--- src/rtl/sbcg_pkg.sv ---
package sbcg_pkg;

  typedef enum logic [2:0] {
    BLEN_1    = 3'b000,
    BLEN_2    = 3'b001,
    BLEN_4    = 3'b010,
    BLEN_8    = 3'b011,
    BLEN_PAGE = 3'b111
  } blen_code_e;

  // Wrap mask for the fixed lengths: N-1, as an all-ones field.
  function automatic logic [2:0] fixed_wrap_mask(input logic [2:0] code);
    logic [2:0] m;
    case (code)
      BLEN_2:  m = 3'b001;
      BLEN_4:  m = 3'b011;
      BLEN_8:  m = 3'b111;
      default: m = 3'b000;
    endcase
    return m;
  endfunction

endpackage

--- src/rtl/sbcg_len_decode.sv ---
module sbcg_len_decode #(
  parameter int COL_W = 8
) (
  input  logic [2:0]       blen,
  input  logic             ilv,
  input  logic             single_wr,
  input  logic             is_wr,
  output logic [COL_W-1:0] wrap_mask,
  output logic             ilv_eff
);
  import sbcg_pkg::*;

  logic page_sel;
  logic one_beat_wr;

  always_comb begin
    page_sel    = (blen == BLEN_PAGE);
    one_beat_wr = is_wr && single_wr;
    if (one_beat_wr) begin
      wrap_mask = '0;
    end else if (page_sel) begin
      wrap_mask = '1;
    end else begin
      wrap_mask = COL_W'(fixed_wrap_mask(blen));
    end
    // full page always counts upward
    ilv_eff = ilv && !page_sel && !one_beat_wr;
  end

endmodule

--- src/rtl/sbcg_beat_ctr.sv ---
module sbcg_beat_ctr #(
  parameter int COL_W = 8
) (
  input  logic             clk,
  input  logic             rst_n,
  input  logic             start,
  input  logic [COL_W-1:0] mask_in,
  output logic             active,
  output logic [COL_W-1:0] cnt,
  output logic [COL_W-1:0] mask_q,
  output logic             beat_valid,
  output logic             beat_last
);

  logic             active_q, active_n;
  logic [COL_W-1:0] cnt_q, cnt_n;
  logic [COL_W-1:0] mask_r, mask_n;
  logic             final_beat;

  always_comb begin
    final_beat = active_q && (cnt_q == mask_r);
    active_n   = active_q;
    cnt_n      = cnt_q;
    mask_n     = mask_r;
    if (start) begin
      active_n = (mask_in != '0);
      cnt_n    = COL_W'(1);
      mask_n   = mask_in;
    end else if (active_q) begin
      if (final_beat) begin
        active_n = 1'b0;
      end else begin
        cnt_n = cnt_q + COL_W'(1);
      end
    end
  end

  always_ff @(posedge clk or negedge rst_n) begin
    if (!rst_n) begin
      active_q <= 1'b0;
      cnt_q    <= '0;
      mask_r   <= '0;
    end else begin
      active_q <= active_n;
      if (start || active_q) begin
        cnt_q <= cnt_n;
      end
      if (start) begin
        mask_r <= mask_n;
      end
    end
  end

  always_comb begin
    active     = active_q;
    cnt        = cnt_q;
    mask_q     = mask_r;
    beat_valid = start || active_q;
    beat_last  = start ? (mask_in == '0) : final_beat;
  end

  a_r3_cnt_in_range: assert property (@(posedge clk) disable iff (!rst_n)
    active_q |-> (cnt_q != '0) && (cnt_q <= mask_r));

  a_r7_last_has_valid: assert property (@(posedge clk) disable iff (!rst_n)
    beat_last |-> beat_valid);

  a_r10_stop_after_final: assert property (@(posedge clk) disable iff (!rst_n)
    (final_beat && !start) |=> !active_q);

endmodule

--- src/rtl/sbcg_addr_form.sv ---
module sbcg_addr_form #(
  parameter int COL_W = 8
) (
  input  logic [COL_W-1:0] base,
  input  logic [COL_W-1:0] step,
  input  logic [COL_W-1:0] wrap_mask,
  input  logic             ilv,
  output logic [COL_W-1:0] col
);

  logic [COL_W-1:0] seq_addr;
  logic [COL_W-1:0] ilv_addr;
  logic [COL_W-1:0] mixed;

  always_comb begin
    seq_addr = base + step;
    ilv_addr = base ^ step;
    mixed    = ilv ? ilv_addr : seq_addr;
  end

  // Bits inside the wrap field follow the order, bits above it stay fixed.
  for (genvar i = 0; i < COL_W; i++) begin : g_bit
    assign col[i] = wrap_mask[i] ? mixed[i] : base[i];
  end

endmodule

--- src/rtl/sdram_burst_colgen.sv ---
module sdram_burst_colgen #(
  parameter int COL_W  = 8,
  parameter int BANK_W = 2
) (
  input  logic              clk,
  input  logic              rst_n,
  input  logic              cmd_stb,
  input  logic              cmd_wr,
  input  logic [COL_W-1:0]  start_col,
  input  logic [BANK_W-1:0] cmd_bank,
  input  logic [2:0]        mode_blen,
  input  logic              mode_ilv,
  input  logic              mode_single_wr,
  output logic [COL_W-1:0]  out_col,
  output logic [BANK_W-1:0] out_bank,
  output logic              out_valid,
  output logic              out_last
);

  localparam int SYNC_STAGES = 2;

  logic [SYNC_STAGES-1:0] rst_pipe;
  logic                   rst_n_s;

  always_ff @(posedge clk or negedge rst_n) begin
    if (!rst_n) begin
      rst_pipe <= '0;
    end else begin
      rst_pipe <= {rst_pipe[SYNC_STAGES-2:0], 1'b1};
    end
  end
  assign rst_n_s = rst_pipe[SYNC_STAGES-1];

  logic [COL_W-1:0]  new_mask;
  logic              new_ilv;
  logic [COL_W-1:0]  st_col_q;
  logic [BANK_W-1:0] st_bank_q;
  logic              ilv_q;
  logic              ctr_active;
  logic [COL_W-1:0]  ctr_cnt;
  logic [COL_W-1:0]  mask_q;
  logic              beat_valid;
  logic              beat_last;
  logic [COL_W-1:0]  af_base;
  logic [COL_W-1:0]  af_step;
  logic [COL_W-1:0]  af_mask;
  logic              af_ilv;
  logic [COL_W-1:0]  af_col;

  sbcg_len_decode #(.COL_W(COL_W)) u_dec (
    .blen      (mode_blen),
    .ilv       (mode_ilv),
    .single_wr (mode_single_wr),
    .is_wr     (cmd_wr),
    .wrap_mask (new_mask),
    .ilv_eff   (new_ilv)
  );

  sbcg_beat_ctr #(.COL_W(COL_W)) u_ctr (
    .clk        (clk),
    .rst_n      (rst_n_s),
    .start      (cmd_stb),
    .mask_in    (new_mask),
    .active     (ctr_active),
    .cnt        (ctr_cnt),
    .mask_q     (mask_q),
    .beat_valid (beat_valid),
    .beat_last  (beat_last)
  );

  // Command context, loaded only on the strobe.
  always_ff @(posedge clk or negedge rst_n_s) begin
    if (!rst_n_s) begin
      st_col_q  <= '0;
      st_bank_q <= '0;
      ilv_q     <= 1'b0;
    end else if (cmd_stb) begin
      st_col_q  <= start_col;
      st_bank_q <= cmd_bank;
      ilv_q     <= new_ilv;
    end
  end

  always_comb begin
    if (cmd_stb) begin
      af_base = start_col;
      af_step = '0;
      af_mask = new_mask;
      af_ilv  = new_ilv;
    end else begin
      af_base = st_col_q;
      af_step = ctr_cnt;
      af_mask = mask_q;
      af_ilv  = ilv_q;
    end
  end

  sbcg_addr_form #(.COL_W(COL_W)) u_addr (
    .base      (af_base),
    .step      (af_step),
    .wrap_mask (af_mask),
    .ilv       (af_ilv),
    .col       (af_col)
  );

  always_comb begin
    out_col   = af_col;
    out_bank  = cmd_stb ? cmd_bank : st_bank_q;
    out_valid = beat_valid && rst_n_s;
    out_last  = beat_last && rst_n_s;
  end

  a_r2_first_beat: assert property (@(posedge clk) disable iff (!rst_n_s)
    cmd_stb |-> out_valid && (out_col == start_col) && (out_bank == cmd_bank));

  a_r2_bank_hold: assert property (@(posedge clk) disable iff (!rst_n_s)
    (out_valid && !out_last && !cmd_stb) |=> cmd_stb || (out_valid && $stable(out_bank)));

  a_r4_upper_bits_fixed: assert property (@(posedge clk) disable iff (!rst_n_s)
    (ctr_active && !cmd_stb) |-> (((out_col ^ st_col_q) & ~mask_q) == '0));

  a_r8_single_write: assert property (@(posedge clk) disable iff (!rst_n_s)
    (cmd_stb && cmd_wr && mode_single_wr) |-> out_last);

  a_r10_quiet_after_last: assert property (@(posedge clk) disable iff (!rst_n_s)
    (out_valid && out_last) |=> (cmd_stb || !out_valid));

endmodule

--- config.mk ---
export PLATFORM = sky130hd
export DESIGN_NAME = sdram_burst_colgen
export DESIGN_NICKNAME = d
export VERILOG_FILES = /design/src/rtl/sbcg_pkg.sv /design/src/rtl/sbcg_len_decode.sv /design/src/rtl/sbcg_beat_ctr.sv /design/src/rtl/sbcg_addr_form.sv /design/src/rtl/sdram_burst_colgen.sv
export SDC_FILE = /design/constraint.sdc
export NUM_CORES = 1
export LEC_CHECK = 0
export ABC_AREA = 1
export BUFFER_PORTS_ARGS = -buffer_cell sky130_fd_sc_hd__buf_2
export CORE_AREA = 5 5 69 71
export DETAILED_ROUTE_END_ITERATION = 6
export DIE_AREA = 0 0 74 76
export PLACE_DENSITY = 0.74
export RECOVER_POWER = 50
export SLEW_MARGIN = 20
export SYNTH_ARGS = -nofsm -noshare
export SYNTH_HDL_FRONTEND = slang
export SYNTH_SLANG_ARGS = --single-unit
--- constraint.sdc ---
create_clock -name clk -period 3.4 [get_ports clk]
set_input_delay 0.68 -clock clk [delete_from_list [all_inputs] [get_ports clk]]
set_output_delay 0.68 -clock clk [all_outputs]
set_load 0.01 [all_outputs]
==> run summary, run 1 <==
outcome = complete, no violations
Ant. Diodes = 0
DRC = 0
CP Max Fanout = 8
Ys Warns = 0
clock buffer depth = 2
post-synthesis sequential area ratio = 0.384
slowest CP cell = fa_1
GPL Wtd Cong = 0.871
Max Cap Viol = 0
buffers and inverters on the worst path = 4
first-pass GRT wire length = 7610 µm
clk_lat worst skew = 0.28 ns
die area = 5620 µm²
gr ovfl total = 0
highest metal used = met4
DRT Pass-1 Iters = 4
most frequent cells after synthesis = 101 x nand2_1, 39 x inv_1, 30 x dfrtp_1
WL/cell = 11.8 µm
met3 wire length = 172 µm
layout cells sized above 1 = 0.183
crit path cell chain = clkbuf_4, buf_4, nor2_2, ha_2, inv_1, fa_1, o21ai_2, nand3_1, nand2_1, nand2_1, nand2_1, nand3_1, nand2_1, buf_2
DR vias = 1782
register-to-register setup slack = 1.91 ns
CORE AREA = 4170 µm²
Setup Crit Path Kind = in2out
critical path arrival = 2.52 ns
DR iter-0 viols = 125
synth unique cells = 29
GR Util All Layers = 0.172
Yosys top cell area share = 0.384
Worst Path Required = 2.72 ns
leakage power = 1.28 nW
top-count cell post-synth = nand2_1
met1 wire length = 1920 µm
clk sinks = 30
CP Capture Type = primary output
dominant cell type by area after synthesis = dfrtp_1
EDFF count, synth = 0
Initial Util = 0.469
cell family with most CP delay = adder cells
Slew Limit Fails = 0
#FFs+latches synth = 30
Area growth, synth to finish = 17.3%
H-tree depth = 2
Fmax = 0.312 GHz
fill cell count = 399
row cnt = 24
CTS buffer count = 5
top_reg_cell synth = dfrtp_1
reg2reg start = u_ctr.cnt[4]
worst min path class = in2async
final net count = 339
Tcrit/Tclk final = 0.942
Die X = 74 µm
Vias/cell = 4.90
min Tclk post-route = 3.20 ns
top cells by area, synth = dfrtp_1 38%, nand2_1 19%, inv_1 7.5%
Critical Path Most Common Cell = nand2_1
PwrDens = 398 nW/µm²
setup ws final = 0.197 ns
maximum vdd drop = 0.257 mV
Fin Hold WS = 0.172 ns
Antenna Nets Post-Route = 0
largest net degree at the start of global routing = 30
worst stage delay on the critical path = 0.41 ns
synthesized area = 1960 µm²
setup TNS = 0 ns
Non-Filler Instances = 364
Clk pin slew, worst setup/hold paths = 0.06 ns
cells after synthesis = 274
CTS tree = done
Root Buffer = clkbuf_8
pre-CTS setup slack = 0.0616 ns
final hold vios = 0
IO buf count = 30
HPWL after detailed placement = 3340 µm
share of flip-flops with an asynchronous set or reset = 1.00
Die H = 76 µm
I/O pin count = 31
initial antenna violation count = 0
syn nets = 302
r2r endpoint = u_ctr.cnt[6]
Worst Skew = 0.00344 ns
placed cell count = 356
Detailed Route WL = 4280 µm
# setup viols final = 0
RSZ-0062 raised after global routing = false
met2 wire length = 2110 µm
crit start category = input port
Avg Cell Area, Syn = 7.14 µm²
number of global-route vias before repair = 1738
Reg2Reg Depth = 8
[kinds of logic (layout without fill, tap and decap cells)]
| logic type | count (synthesis) | in the layout | synth area share |
|---|---|---|---|
| buf+inv | 48 | 86 | 0.101 |
| xor+xnor | 16 | 16 | 0.0717 |
| flops | 30 | 30 | 0.384 |
| simple gates | 145 | 145 | 0.301 |
| compound gates | 25 | 25 | 0.0787 |
| other cells | 1 | 1 | 0.00192 |
| fa+ha+maj | 9 | 9 | 0.0614 |
[layout by cell type (no fill, tap or decap), types with 2 or more instances in the layout]
cell type  instances
a21oi_1            6
a31oi_1            2
buf_2             28
buf_4              5
clkbuf_1           2
clkbuf_8           6
dfrtp_1           30
ha_1               7
inv_1             39
inv_4              2
nand2_1           99
nand2_2            4
nand3_1           19
nand4_1            2
nor2_1            16
nor3_1             2
o21ai_0           10
o21ai_2            2
xnor2_1            6
xor2_1            10
[flip-flops by register name, summed over array words and instances, names as in the netlist]
| name | cells |
|---|---|
| u_ctr.cnt | 8 |
| rst_pipe | 2 |
| u_ctr.mask_q | 8 |
| st_bank_q | 2 |
| ilv_q | 1 |
| u_ctr.active | 1 |
| st_col_q | 8 |
[power by group]
group	total [mW]	switching, mW	internal (mW)
Combinational	0.217	0.133	0.0838
Clock	0.292	0.129	0.163
Sequential	0.404	0.0206	0.384
[through the flow]
step	util	cell area [µm²]	power, mW
after CTS	0.544	2270	0.920
after floorplan	-	1960	0.557
after global routing	0.550	2290	0.976
after detailed placement	0.522	2180	0.625
final	0.550	2290	0.914
after global placement	0.522	2180	0.622
[metal layers]
| metal | up-vias | global-route usage |
|---|---|---|
| li1 | 916 | - |
| met1 | 824 | 0.229 |
| met2 | 35 | 0.275 |
| met3 | 7 | 0.0317 |
| met4 | 0 | 0.0616 |
| met5 | - | 0 |
[repair_timing]
item                       in CTS  in global routing
hold buffers                    0                  0
setup endpoints to repair       0                  4
setup buffers                   0                  0
hold endpoints to repair        0                  0
gates resized for setup         0                 10
[layout make-up]
type                            instances  area, µm²  share of cell area
Tap cell                               52       65.1              0.0284
Clock inverter                          1       5.00             0.00218
Multi-Input combinational cell        196       1020               0.447
Sequential cell                        30        751               0.327
Inverter                               42        163              0.0709
Timing Repair Buffer                   36        200              0.0872
Clock buffer                            7       86.3              0.0376
[how the worst max path moves through the flow]
stage,start,to,slack (ns),cells after the start
after floorplan,cmd_stb,out_col[6],0.25,15
after global placement,cmd_stb,out_col[6],0.1,14
after detailed placement,cmd_stb,out_col[6],0.06,14
after CTS,cmd_stb,out_col[6],0.03,14
after global routing,cmd_stb,out_col[7],0.01,17
final,cmd_stb,out_col[6],0.20,14
Power figures use the tool's default switching activity.
==> run 2: changes to the inputs <==
--- a/config.mk
+++ b/config.mk
@@ -6,6 +6,7 @@
 export NUM_CORES = 1
 export LEC_CHECK = 0
 export ABC_AREA = 1
+export ABC_CLOCK_PERIOD_IN_PS = 3200
 export BUFFER_PORTS_ARGS = -buffer_cell sky130_fd_sc_hd__buf_2
 export CORE_AREA = 5 5 69 71
 export DETAILED_ROUTE_END_ITERATION = 6
==> constraint.sdc (replaced) <==
create_clock -name clk -period 3.2 [get_ports clk]
set_input_delay 0.64 -clock clk [delete_from_list [all_inputs] [get_ports clk]]
set_output_delay 0.64 -clock clk [all_outputs]
set_load 0.01 [all_outputs]
==> run 2 against run 1 <==
Effect of this change: clock power up 9.2%; sequential share of layout area fell by 0.95 points; cell area up 3.0%; first-iteration DRC count shrank 24%; sequential power grew 6.4%; utilization is 1.6 points higher; routed wire length grew 8.5%; critical path depth down 1; flip-flop and latch count unchanged; via count up 2.5%; non-clock buffer count is 4 higher; die area stayed put; largest cell class unchanged; largest power group unchanged.
==> run summary, run 2 (synthesis gave the netlist of run 1 again) <==
buffers and inverters on the worst path = 4
CP Max Fanout = 13
crit path cell chain = clkbuf_4, buf_6, nor2_1, inv_1, fa_2, o21ai_2, nand3_1, nand2_1, nand2_1, nand2_1, nand3_1, nand2_1, buf_2
Detailed Route WL = 4650 µm
Slew Limit Fails = 0
Root Buffer = clkbuf_8
CTS tree = done
worst stage delay on the critical path = 0.40 ns
PwrDens = 422 nW/µm²
die area = 5620 µm²
DR vias = 1827
commonest cells after routing, fill and taps aside = 101 x nand2_1, 39 x inv_1, 30 x dfrtp_1
GPL Wtd Cong = 0.921
Worst Path Required = 2.56 ns
crit start category = input port
clock buffer depth = 2
Area growth, synth to finish = 20.9%
Clk pin slew, worst setup/hold paths = 0.06 ns
row cnt = 24
Max Cap Viol = 0
number of global-route vias before repair = 1771
CTS buffer count = 5
CORE AREA = 4170 µm²
slowest CP cell = fa_2
outcome = complete, no violations
global route hottest layer = met2
Ant. Diodes = 0
M2 GR Usage = 0.277
combinational power share = 0.249
initial antenna violation count = 0
# setup viols final = 0
Die H = 76 µm
clk sinks = 30
leakage power = 1.29 nW
critical path arrival = 2.48 ns
WL/cell = 12.6 µm
clk_lat worst skew = 0.29 ns
grt met3 use = 0.0343
DRT Pass-1 Iters = 4
IO buf count = 30
H-tree depth = 2
I/O pin count = 31
worst min path class = in2async
Pint = 0.679 mW
most common library cell in the layout ignoring fill and taps = nand2_1
first-pass GRT wire length = 7910 µm
RSZ-0062 raised after global routing = true
Worst Skew = 0.00631 ns
setup TNS = 0 ns
Setup Crit Path Kind = in2out
Flop pwr share = 0.431
layout cells sized above 1 = 0.203
Non-Filler Instances = 368
GR Util All Layers = 0.181
Antenna Nets Post-Route = 0
CP Capture Type = primary output
DR iter-0 viols = 95
Tcrit/Tclk final = 0.974
Vias/cell = 4.96
register-to-register setup slack = 1.58 ns
placed cell count = 360
largest net degree at the start of global routing = 30
Die X = 74 µm
Clk network pwr share = 0.320
min Tclk post-route = 3.12 ns
cell family with most CP delay = simple AND/OR/NAND/NOR gates
HPWL after detailed placement = 3480 µm
Fmax = 0.321 GHz
switching pwr = 0.318 mW
DRC = 0
Initial Util = 0.469
Critical Path Most Common Cell = nand2_1
maximum vdd drop = 0.309 mV
final hold vios = 0
switch share = 0.319
gr ovfl total = 0
met1 Usage GRT = 0.239
final net count = 343
total power = 0.997 mW
run 2: cell types whose count changed in the layout (fill, tap and decap cells not counted), sizes merged:
cell | previous run | this run
buf | 34 | 38
run 2: power by group through the flow:
stage | combinational, mW | clock [mW] | sequential, mW
4_1_cts | 0.240 | 0.324 | 0.429
3_3_place_gp | 0.233 | 0 | 0.435
3_5_place_dp | 0.237 | 0 | 0.436
2_1_floorplan | 0.157 | 0 | 0.435
5_1_grt | 0.283 | 0.339 | 0.433
6_report | 0.248 | 0.319 | 0.430
run 2: cell type report:
class                           count  area [µm²]
Inverter                           42         163
Fill cell                         397        1810
Multi-Input combinational cell    196        1060
Timing Repair Buffer               40         230
Clock buffer                        7        86.3
Clock inverter                      1        5.00
Sequential cell                    30         751
Tap cell                           52        65.1
run 2: what timing repair did:
item,CTS,global route
endpoints found under the setup margin,0,5
gates resized for setup,0,14
setup buffers,0,0
hold buffers,0,0
run 2: path summary, 6_finish.rpt:
check | startpoint | endpoint | cells past startpoint
worst max-delay path | cmd_stb | out_col[6] | 13
worst min-delay path | rst_n | rst_pipe[1] | 1
worst max register to register | u_ctr.cnt[4] | u_ctr.cnt[6] | 8
worst min register to register | rst_pipe[1] | u_ctr.cnt[3] | 1
max in group asynchronous | rst_pipe[1] | u_ctr.mask_q[6] | 1
min in group clk | rst_pipe[0] | rst_pipe[1] | 0
run 2: metal layers:
metal	vias to the layer above	wire (µm)
met3	12	169
met5	-	0
met4	0	129
met2	32	2280
met1	854	2070
li1	929	-
run 2: through the flow:
step                cell area, µm²  utilization  worst slack [ns]  hold WS, ns
detailed placement            2210        0.530            0.0541        0.253
floorplan                     1960            -             0.128        0.331
global route                  2360        0.566           -0.0733        0.132
CTS                           2300        0.552            0.0202        0.121
global placement              2210        0.530            0.0851        0.256
finish                        2360        0.566            0.0817        0.124
==> run 3: changes to the inputs <==
--- a/config.mk
+++ b/config.mk
@@ -5,12 +5,12 @@
 export SDC_FILE = /design/constraint.sdc
 export NUM_CORES = 1
 export LEC_CHECK = 0
-export ABC_AREA = 1
+export ABC_AREA = 0
 export ABC_CLOCK_PERIOD_IN_PS = 3200
 export BUFFER_PORTS_ARGS = -buffer_cell sky130_fd_sc_hd__buf_2
-export CORE_AREA = 5 5 69 71
+export CORE_AREA = 5 5 67 69
 export DETAILED_ROUTE_END_ITERATION = 6
-export DIE_AREA = 0 0 74 76
+export DIE_AREA = 0 0 72 74
 export PLACE_DENSITY = 0.74
 export RECOVER_POWER = 50
 export SLEW_MARGIN = 20
==> run 3 against run 2 <==
Effect of this change: count of clock-buffer cells in the layout fell by 1; non-clock buffer count grew 14; largest cell class unchanged; synthesized cell count decreased by 33%; clock skew shrank 0.0020 ns; highest routed layer unchanged; the run now ends with capacitance limit, slew limit left; cell area is 1.3% higher.
==> run summary, run 3 <==
Setup Crit Path Kind = in2out
clk sinks = 30
Fin Hold WS = 0.128 ns
#FFs+latches synth = 30
HPWL after detailed placement = 3160 µm
maximum vdd drop = 0.308 mV
failing checks = capacitance limit, slew limit
Yosys top cell area share = 0.416
H-tree depth = 2
multi-input logic area = 1070 µm²
dominant cell type by area after synthesis = dfrtp_1
GR Util All Layers = 0.169
GPL Wtd Cong = 0.899
Clk pin slew, worst setup/hold paths = 0.06 ns
Slew HR = -0.0180
Non-Filler Instances = 291
final hold vios = 0
fin util = 0.621
syn nets = 212
largest net degree at the start of global routing = 29
number of global-route vias before repair = 1510
leakage power = 1.15 nW
final net count = 268
CORE AREA = 3860 µm²
CP Capture Type = primary output
DRC = 0
# setup viols final = 0
setup TNS = 0 ns
Synth Area in Simple Gates = 0.143
top_reg_cell synth = dfrtp_1
CP Max Fanout = 8
Avg Cell Area, Syn = 9.82 µm²
crit start category = input port
die area = 5330 µm²
first-pass GRT wire length = 6980 µm
clock buffer depth = 2
Worst Skew = 0.00430 ns
synth unique cells = 38
gr ovfl total = 0
Detailed Route WL = 4210 µm
most frequent cells after synthesis = 30 x dfrtp_1, 15 x inv_1, 15 x mux2_2
worst min path class = in2async
Slew Limit Fails = 29
min Tclk post-route = 3.19 ns
DRT Pass-1 Iters = 4
Worst Path Required = 2.56 ns
reg2reg start = u_ctr.cnt[7]
IO buf count = 30
EDFF count, synth = 0
critical path launch point = cmd_stb
I/O pin count = 31
WL/cell = 14.5 µm
placed cell count = 280
outcome = finished with violations
Storage cell area = 752 µm²
Die X = 72 µm
top-count cell post-synth = dfrtp_1
Fmax = 0.313 GHz
DR iter-0 viols = 81
critical path arrival = 2.55 ns
mux share of post-synthesis cell area = 0.0990
RSZ-0062 raised after global routing = true
worst slew pin tran = 1.53 ns
Tcrit/Tclk final = 0.997
cells after synthesis = 184
Synth Area in Compound Gates = 0.133
layout cells sized above 1 = 0.386
Ys Warns = 0
Synth Area in Adders = 0.0665
fill cell count = 348
clk_lat worst skew = 0.28 ns
Max Cap Viol = 1
post-synthesis sequential area ratio = 0.416
most common library cell in the layout ignoring fill and taps = dfrtp_1
Vias/cell = 5.24
share of flip-flops with an asynchronous set or reset = 1.00
Ant. Diodes = 0
Root Buffer = clkbuf_8
XOR/XNOR Fraction of Synth Area = 0.0970
top cells by area, synth = dfrtp_1 42%, mux2_2 9.3%, xor2_1 6.8%
CTS tree = done
commonest cells after routing, fill and taps aside = 29 x dfrtp_1, 27 x buf_2, 22 x buf_4
row cnt = 23
Area growth, synth to finish = 32.5%
largest family of logic cells by synthesized area = simple AND/OR/NAND/NOR gates
synthesized area = 1810 µm²
initial antenna violation count = 0
Initial Util = 0.469
Die H = 74 µm
CTS buffer count = 5
setup ws final = 0.00990 ns
pre-CTS setup slack = -0.170 ns
DR vias = 1524
Antenna Nets Post-Route = 0
PwrDens = 435 nW/µm²
## run 3: cell types whose count changed in the layout (fill, tap and decap cells not counted), sizes merged, moves of 4 or more
cell	delta
nand2	-89
inv	-27
nand3	-17
mux2	+15
buf	+14
nor2b	+7
nor2	-4
xor2	+4
## run 3: critical path: stages
cell	delay, ns
buf_12	0.12
buf_8	0.13
nor2b_4	0.13
ha_4	0.15
inv_2	0.04
fa_2	0.35
nor2b_1	0.12
o21a_1	0.14
o211ai_1	0.08
a21oi_1	0.18
xor2_1	0.08
mux2_4	0.26
buf_6	0.12
## run 3: final cells by class
cell class,instances,area share
Multi-Input combinational cell,134,0.449
Inverter,15,0.0235
Clock inverter,2,0.00522
Sequential cell,30,0.314
Clock buffer,6,0.0345
Timing Repair Buffer,54,0.148
Tap cell,50,0.0261
## run 3: cells by family (layout without fill, tap and decap cells)
| kind of cell | after synthesis | in the layout |
|---|---|---|
| AO/OA/AOI/OAI | 37 | 37 |
| XOR/XNOR | 20 | 20 |
| adder cells (fa/ha/maj) | 9 | 9 |
| buffers and inverters | 20 | 77 |
| flip-flops | 30 | 30 |
| multiplexers | 16 | 16 |
| other | 1 | 1 |
| AND/OR/NAND/NOR | 51 | 51 |
## run 3: metal layers
layer  vias up  track usage  part of all wire
met5         -            0                 0
met4         0       0.0668             0.019
met3         8       0.0514             0.041
met2        29        0.274              0.49
met1       733        0.213              0.45
li1        754            -                 -
## run 3: timing repair
item / CTS / global route
endpoints found under the setup margin: 3 / 2
hold buffers: 0 / 0
pin swaps: 3 / 7
setup buffers: 0 / 3
gates resized for setup: 9 / 13
## run 3: report_power, final
group / total (mW) / switching (mW) / internal, mW
Clock: 0.322 / 0.150 / 0.173
Sequential: 0.432 / 0.0227 / 0.409
Combinational: 0.288 / 0.143 / 0.145
Total: 1.04 / 0.316 / 0.727
## run 3: path summary, 6_finish.rpt
path	endpoint	slack [ns]	depth (start not counted)
min	rst_pipe[0]	0.13	1
min reg2reg	rst_pipe[1]	0.36	0
max	out_col[6]	0.01	13
max in group asynchronous	u_ctr.cnt[0]	1.46	1
min in group clk	rst_pipe[1]	0.36	0
max reg2reg	u_ctr.cnt[5]	1.31	6
## run 3: per-stage QoR
stage	total power [mW]	instance area (µm²)
after floorplan	0.600	1860
after global placement	0.695	2180
after detailed placement	0.700	2180
after CTS	1.04	2320
after global routing	1.11	2390
final	1.04	2390
